[config.mk]
export PLATFORM = sky130hd
export DESIGN_NAME = tcc_channel
export DESIGN_NICKNAME = d
export VERILOG_FILES = /design/src/rtl/tcc_pkg.sv /design/src/rtl/tcc_ccreg.sv /design/src/rtl/tcc_event_decode.sv /design/src/rtl/tcc_out_fsm.sv /design/src/rtl/tcc_channel.sv
export SDC_FILE = /design/constraint.sdc
export NUM_CORES = 1
export LEC_CHECK = 0
export CORE_MARGIN = 8
export CORE_UTILIZATION = 55
export DETAILED_ROUTE_END_ITERATION = 12
export DONT_BUFFER_PORTS = 1
export HOLD_SLACK_MARGIN = 0.1
export PLACE_DENSITY = 0.79
export SLEW_MARGIN = 20
export SYNTH_ARGS = -nofsm -noshare
export SYNTH_HDL_FRONTEND = slang
export SYNTH_SLANG_ARGS = --single-unit
[constraint.sdc]
create_clock -name clk -period 1.2 [get_ports clk]
set_input_delay 0.12 -clock clk [delete_from_list [all_inputs] [get_ports clk]]
set_output_delay 0.12 -clock clk [all_outputs]
set_load 0.01 [all_outputs]
[src/rtl/tcc_pkg.sv]
package tcc_pkg;

    typedef enum logic [2:0] {
        OM_SOFT   = 3'd0,
        OM_SET    = 3'd1,
        OM_TOGCLR = 3'd2,
        OM_SETCLR = 3'd3,
        OM_TOGGLE = 3'd4
    } outmode_e;

    typedef enum logic [1:0] {
        DIR_UP     = 2'd0,
        DIR_UPDOWN = 2'd1,
        DIR_DOWN   = 2'd2
    } cntdir_e;

    typedef enum logic {
        LVL_OFF = 1'b0,
        LVL_ON  = 1'b1
    } level_e;

    typedef struct packed {
        logic sw_ctl;
        logic sw_val;
        logic set_ev;
        logic clr_ev;
        logic tog_ev;
    } out_events_t;

endpackage

[src/rtl/tcc_ccreg.sv]
module tcc_ccreg #(
    parameter int W = 16
) (
    input  logic         clk,
    input  logic         rst_n,
    input  logic         capture_mode,
    input  logic         cap_trig,
    input  logic         wr_en,
    input  logic [W-1:0] wr_data,
    input  logic [W-1:0] cnt_val,
    output logic [W-1:0] cc_q,
    output logic         match_q
);
    localparam logic [W-1:0] REG_INIT = '0;

    logic [W-1:0] cc_next;
    logic         hit;

    // Register source depends on the channel mode.
    always_comb begin
        cc_next = cc_q;
        if (capture_mode) begin
            if (cap_trig) cc_next = cnt_val;
        end else begin
            if (wr_en) cc_next = wr_data;
        end
    end

    assign hit = !capture_mode && (cnt_val == cc_q);

    always_ff @(posedge clk or negedge rst_n) begin
        if (!rst_n) begin
            cc_q    <= REG_INIT;
            match_q <= 1'b0;
        end else begin
            cc_q    <= cc_next;
            match_q <= hit;
        end
    end

endmodule

[src/rtl/tcc_event_decode.sv]
module tcc_event_decode
    import tcc_pkg::*;
(
    input  logic        [2:0] mode,
    input  logic              paired,
    input  logic        [1:0] cnt_dir,
    input  logic              own_match,
    input  logic              peer_match,
    input  logic              evt_max,
    input  logic              evt_zero,
    input  logic              sw_out,
    output out_events_t       ev
);
    outmode_e om;
    logic     end_ev;
    logic     any_match;
    logic     clr_src;

    assign om        = outmode_e'(mode);
    // Up counting ends on MAX, the other count modes on ZERO.
    assign end_ev    = (cntdir_e'(cnt_dir) == DIR_UP) ? evt_max : evt_zero;
    assign any_match = own_match | (paired & peer_match);
    assign clr_src   = paired ? peer_match : end_ev;

    always_comb begin
        ev = '0;
        unique case (om)
            OM_SOFT: begin
                ev.sw_ctl = 1'b1;
                ev.sw_val = sw_out;
            end
            OM_SET: begin
                ev.set_ev = any_match;
            end
            OM_TOGCLR: begin
                ev.tog_ev = own_match;
                ev.clr_ev = clr_src;
            end
            OM_SETCLR: begin
                ev.set_ev = own_match;
                ev.clr_ev = clr_src;
            end
            OM_TOGGLE: begin
                ev.tog_ev = any_match;
            end
            default: ev = '0;
        endcase
    end

endmodule

[src/rtl/tcc_out_fsm.sv]
module tcc_out_fsm
    import tcc_pkg::*;
(
    input  logic        clk,
    input  logic        rst_n,
    input  logic        freeze,
    input  out_events_t ev,
    output logic        active
);
    level_e state_q;
    level_e state_d;

    always_ff @(posedge clk or negedge rst_n) begin
        if (!rst_n) state_q <= LVL_OFF;
        else        state_q <= state_d;
    end

    // Priority: freeze, software, clear, set, toggle.
    always_comb begin
        state_d = state_q;
        unique case (state_q)
            LVL_OFF: begin
                if (freeze)                       state_d = LVL_OFF;
                else if (ev.sw_ctl)               state_d = ev.sw_val ? LVL_ON : LVL_OFF;
                else if (ev.clr_ev)               state_d = LVL_OFF;
                else if (ev.set_ev || ev.tog_ev)  state_d = LVL_ON;
            end
            LVL_ON: begin
                if (freeze)                       state_d = LVL_ON;
                else if (ev.sw_ctl)               state_d = ev.sw_val ? LVL_ON : LVL_OFF;
                else if (ev.clr_ev)               state_d = LVL_OFF;
                else if (ev.set_ev)               state_d = LVL_ON;
                else if (ev.tog_ev)               state_d = LVL_OFF;
            end
            default: state_d = LVL_OFF;
        endcase
    end

    always_comb begin
        active = (state_q == LVL_ON);
    end

endmodule

[src/rtl/tcc_channel.sv]
module tcc_channel
    import tcc_pkg::*;
#(
    parameter int W = 16
) (
    input  logic         clk,
    input  logic         rst_n,
    input  logic [W-1:0] cnt_val,
    input  logic [1:0]   cfg_cnt_dir,
    input  logic         evt_max,
    input  logic         evt_zero,
    input  logic         peer_match,
    input  logic         cap_trig,
    input  logic         wr_en,
    input  logic [W-1:0] wr_data,
    input  logic         cfg_capture,
    input  logic [2:0]   cfg_outmode,
    input  logic         cfg_paired,
    input  logic         cfg_invert,
    input  logic         cfg_sw_out,
    output logic         match,
    output logic         tout,
    output logic [W-1:0] cc_data
);
    out_events_t ev;
    logic        lvl_active;

    tcc_ccreg #(.W(W)) u_reg (
        .clk          (clk),
        .rst_n        (rst_n),
        .capture_mode (cfg_capture),
        .cap_trig     (cap_trig),
        .wr_en        (wr_en),
        .wr_data      (wr_data),
        .cnt_val      (cnt_val),
        .cc_q         (cc_data),
        .match_q      (match)
    );

    tcc_event_decode u_dec (
        .mode       (cfg_outmode),
        .paired     (cfg_paired),
        .cnt_dir    (cfg_cnt_dir),
        .own_match  (match),
        .peer_match (peer_match),
        .evt_max    (evt_max),
        .evt_zero   (evt_zero),
        .sw_out     (cfg_sw_out),
        .ev         (ev)
    );

    tcc_out_fsm u_fsm (
        .clk    (clk),
        .rst_n  (rst_n),
        .freeze (cfg_capture),
        .ev     (ev),
        .active (lvl_active)
    );

    // Polarity only applies in comparator mode.
    assign tout = lvl_active ^ (cfg_invert & ~cfg_capture);

endmodule

* Word level (Yosys, flattened, before mapping)
Index checks and enable logic that the tools add are counted.
Storage, ports and cells: logic and storage cells 43, register bits after elaboration 18, output and inout bits 18
Operators by class: reduce and logical (&&, ||, !) cells 8, bitwise gates (word level) 6, muxes and demuxes 20, eq/ne operators 6
Operators with widths (number):
- $mux W16 | 3
- $eq A16 B16 Y1 | 1
- $mux W1 | 13
- $eq A3 B2 Y1 const B | 2
- $pmux W1 S2 | 3
- $eq A3 B1 Y1 const B | 1
- $eq A3 B3 Y1 const B | 1
- $logic_not A3 Y1 | 1
- $and A1 B1 Y1 | 2
- $logic_not A2 Y1 | 1
- $mux W2 | 1
- $ne A2 B2 Y1 const B | 1
- $not A1 Y1 | 2
- $reduce_and A2 Y1 | 1
- $reduce_bool A2 Y1 | 1
- $reduce_or A2 Y1 | 1
- $logic_and A1 B1 Y1 | 1
- $logic_not A1 Y1 | 1
- $logic_or A1 B1 Y1 | 1
- $or A1 B1 Y1 | 1
- $xor A1 B1 Y1 | 1

* Logic depth before layout (Yosys ltp)
word-level depth 9, mapped depth 4, depth with buffers taken out 4

* Hierarchy
Synthesis repeated with hierarchy kept, for this count alone.
Second synthesis, totals: cells, all modules 116, area, all modules 1153.6 um^2
Modules (own cells, without submodules):
- tcc_ccreg | cells each 93, sequential area each 425.4 um^2, area each 972.2 um^2, instances 1
- tcc_event_decode | cells each 14, sequential area each 0.0 um^2, area each 85.1 um^2, instances 1
- tcc_out_fsm | cells each 7, sequential area each 25.0 um^2, area each 66.3 um^2, instances 1
- tcc_channel | cells each 2, sequential area each 0.0 um^2, area each 30.0 um^2, instances 1

* Worst setup path after synthesis
OpenSTA, ideal clock, no wires.
path type register to register, start register u_reg.match_q, end register u_fsm.state_q, in the netlist u_fsm.active, setup time 0.094 ns, period minus slack after synthesis 1.233 ns, path buffers 0, arrival time 1.140 ns, path slack -0.033 ns, cell stages (with the launch flop) 5, cell sequence dfrtp_1 -> nor2b_4 -> a2111oi_4 -> a21oi_1 -> a221oi_2
On the way: cells in the longest elaborated chain, start to end 8
RTL lines:
- start: declaration | RTL line tcc_ccreg.sv:12 | output logic match_q
- start signal: assignment | RTL line tcc_ccreg.sv:37 | match_q <= hit;
- $or A1 B1 Y1 | RTL line tcc_event_decode.sv:22 | assign any_match = own_match | (paired & peer_match);
- $pmux W1 S2 | RTL line tcc_event_decode.sv:27 | unique case (om)
- $mux W1 / $logic_or A1 B1 Y1 (equally long branches) | RTL line tcc_out_fsm.sv:33, tcc_out_fsm.sv:26
- $mux W1 (on tied branches) | RTL line tcc_out_fsm.sv:32, tcc_out_fsm.sv:26
- $mux W1 (on tied branches) | RTL line tcc_out_fsm.sv:31, tcc_out_fsm.sv:25
- $mux W1 (on tied branches) | RTL line tcc_out_fsm.sv:30, tcc_out_fsm.sv:24
- $mux W1 (on tied branches) | RTL line tcc_out_fsm.sv:29, tcc_out_fsm.sv:23
- $pmux W1 S2 * | RTL line tcc_out_fsm.sv:21 | unique case (state_q)
- named net u_fsm.state_d | RTL line tcc_out_fsm.sv:11 | level_e state_d;
- end signal: assignment | RTL line tcc_out_fsm.sv:15 | else state_q <= state_d;
- end: declaration | RTL line tcc_out_fsm.sv:10 | level_e state_q;
The timed path passes the listed nets; every way through them passes the cells marked *. A chain may end at the register's enable or synchronous reset.

* Worst setup path after layout
start register u_reg.cc_q[7], end register u_reg.match_q
On the way: cells in the longest elaborated chain, start to end 2
RTL lines:
- start: declaration | RTL line tcc_ccreg.sv:11 | output logic [W-1:0] cc_q,
- start signal: assignment | RTL line tcc_ccreg.sv:36 | cc_q <= cc_next;
- $eq A16 B16 Y1 | RTL line tcc_ccreg.sv:29 | assign hit = !capture_mode && (cnt_val == cc_q);
- $logic_and A1 B1 Y1 | RTL line tcc_ccreg.sv:29
- named net u_reg.hit | RTL line tcc_ccreg.sv:17 | logic hit;
The timed path passes the listed nets, and every way through them passes these cells.

==> flow_metrics.py <==
metrics = {
    "outcome": {
        "status": "finished with violations",
        "violations": "setup timing",
    },
    "sta": {
        "period_share_pct": 112,
        "whs_ps": 137,
        "tightest_slew_ps": 848,
        "clock_skew_ps": 5.84,
        "slew_headroom_pct": 43.3,
        "slew_violations": 0,
        "hold_viol_final": 0,
        "postLayoutSetupSlackWorst_ps": -144,
        "period_minus_slack_ps": 1340,
        "rsz0062_at_grt": "yes",
        "max_clock_freq_mhz": 744,
        "setup_tns_ps": -240,
        "setup_viol": 2,
    },
    "setup_path": {
        "cp_slowest_cell": "dfrtp_1",
        "required_ps": 1420,
        "path_class": "reg2reg",
        "crit_chain": "xor2_1 > nor4_2 > nand4_1 > nor3_1",
        "worstPathMaxFanout": 2,
        "critPathMaxStageDelay_ps": 420,
        "crit_path_start_kind": "flip-flop",
        "crit_arrival_ps": 1560,
        "endpoint_kind": "flip-flop",
    },
    "finish": {
        "stdcell_count": 206,
        "syn2layout_area_growth_pct": 59.2,
        "fillers": 79,
        "nets": 227,
        "seq_area_um2": 452,
        "multi_input_area_um2": 692,
        "drive_above_1_share_pct": 20.8,
    },
    "cts": {
        "cts.clk_slew.worst_paths_ps": 110,
        "cts_root_buf": "clkbuf_4",
        "numCtsBuffers": 3,
        "cts_sinks": 18,
        "clk_latency_ps": 310,
        "htree_levels": 1,
        "cts_tree": "done",
        "clk_path_buf_depth": 2,
    },
    "floorplan": {
        "dieArea_mm2": 0.00378,
        "coreArea_mm2": 0.00196,
        "die_w_um": 61.5,
        "start_util_pct": 58.0,
        "pin_count": 66,
        "rows": 16,
        "die_h_um": 61.5,
    },
    "placed_design": {
        "dp_hpwl_um": 2290,
        "placed_cells": 156,
        "place_congestion": 0.698,
        "port_buffers": 0,
    },
    "logic_synthesis": {
        "synth-edff-count": 0,
        "synth_area_mm2": 0.00114,
        "yosysWarnings": 0,
        "syn_avg_cell_area_um2": 9.80,
        "synthDistinctLibCells": 24,
        "syn_inst": 116,
        "async_flop_share_pct": 100,
        "ys_ff_latch": 18,
        "yosysSeqAreaShare_pct": 39.6,
        "dominantRegCellSynth": "dfrtp_1",
        "syn_nets": 164,
    },
    "global_routing": {
        "use_met1_pct": 21.1,
        "grt.busiest_layer": "met2",
        "first_global_vias": 1238,
        "grt_overflow": 0,
        "grt_pass1_wl_um": 5840,
        "met3_usage_pct": 6.47,
        "grtUsageMet2_pct": 41.0,
        "grt_max_degree": 33,
        "track_usage_pct": 21.1,
        "antenna_found_initial": 1,
    },
    "routing": {
        "detail_route.wl_per_cell_um": 22.8,
        "ant_nets": 0,
        "dr.pass1.iters": 4,
        "drc": 0,
        "viasPerCell": 6.04,
        "routed_wl_um": 4700,
        "initialDrtViolationCount": 147,
        "vias": 1245,
    },
    "job": {
        "max_cap_viol_count": 0,
    },
    "power": {
        "leakage_nw": 0.820,
        "powerDensity_mw_per_mm2": 1010,
        "ir_worst_vdd_uv": 966,
    },
    "min_path": {
        "min_path_type": "in2reg",
    },
}
[cell usage after synthesis, types with 3 or more instances]
master,count,area [µm²]
nand2b_1,3,18.8
dfrtp_1,18,450
o21ai_1,16,80.1
nor4_1,4,25.0
nand2_1,18,67.6
xor2_1,16,140
buf_2,3,15.0
mux2i_1,17,170
[sequential cells by signal, indices dropped and copies added, names as in the netlist]
register,flops
u_reg.match_q,1
u_reg.cc_q,16
u_fsm.active,1
[layout by cell type (no fill, tap or decap), drive strengths merged, types with 3 or more instances in the layout]
cell         synthesis  layout
nand2b               3       3
mux2i               17      17
nor2b                3       3
o21ai               17      17
a221oi               3       3
xor2                16      16
dlygate4sd3          0      42
nand2               18      18
buf                  5      21
clkbuf               0       4
dfrtp               18      18
nor4                 4       4
[area by class of cell]
cell class,count,share of cell area [%]
Timing Repair Buffer,63,32.6
Inverter,1,0.207
Antenna cell,1,0.138
Sequential cell,18,24.9
Multi-Input combinational cell,92,38.2
Tap cell,27,1.87
Clock buffer,4,2.00
[per-stage QoR]
stage	utilization [%]	setup WS [ps]	cell area, µm²	total power (W)
floorplan	-	14.7	1140	0.00105
global placement	65.1	-64.1	1280	0.00117
detailed placement	65.1	-84.4	1280	0.00119
CTS	86.5	-41.1	1700	0.00169
global route	92.3	-172	1810	0.00190
finish	92.3	-144	1810	0.00183
[routing by layer]
metal  wire length, µm  up-vias  part of all wire, %
met2              2470       93                   53
li1                  -      533                    -
met1              1620      602                   34
met5                 0        -                    0
met4               143        0                  3.0
met3               464       17                  9.9
[kinds of logic after synthesis]
kind of cell | Yosys count | share of synthesized area (%)
AND/OR/NAND/NOR | 35 | 15.4
XOR/XNOR | 17 | 13.1
AO/OA/AOI/OAI | 23 | 13.6
multiplexers | 17 | 15.0
flip-flops | 18 | 39.6
buffers and inverters | 6 | 3.30
[worst max-delay path, delay by kind of cell, from the launching register on]
| kind | cells | cell delay [ps] |
|---|---|---|
| flops | 1 | 420 |
| xor+xnor | 1 | 160 |
| simple gates | 3 | 670 |
[timing repair]
item	in CTS	in global routing
pin swaps	2	2
setup endpoints to repair	2	3
resized for setup	3	4
setup buffers	0	2
hold buffers	37	6
hold endpoints to repair	36	18
[report_power, final]
| group | internal, W | total (W) | switching, W | leakage [nW] |
|---|---|---|---|---|
| combinational | 0.000341 | 0.000659 | 0.000318 | 0.579 |
| sequential | 0.000685 | 0.000767 | 0.0000823 | 0.220 |
| clock | 0.000186 | 0.000400 | 0.000214 | 0.0210 |
| total | 0.00121 | 0.00183 | 0.000615 | 0.820 |
[final timing paths]
kind / from / to / slack, ps / cells past startpoint
min: cfg_outmode[1] / u_fsm.active / 140 / 3
max in group asynchronous: rst_n / u_reg.match_q / 280 / 1
max reg2reg: u_reg.cc_q[7] / u_reg.match_q / -140 / 4
max: u_reg.cc_q[7] / u_reg.match_q / -140 / 4
min reg2reg: u_reg.cc_q[1] / u_reg.cc_q[1] / 660 / 3
min in group asynchronous: rst_n / u_fsm.active / 350 / 1
Note: power is estimated with default switching activity, not from simulation.
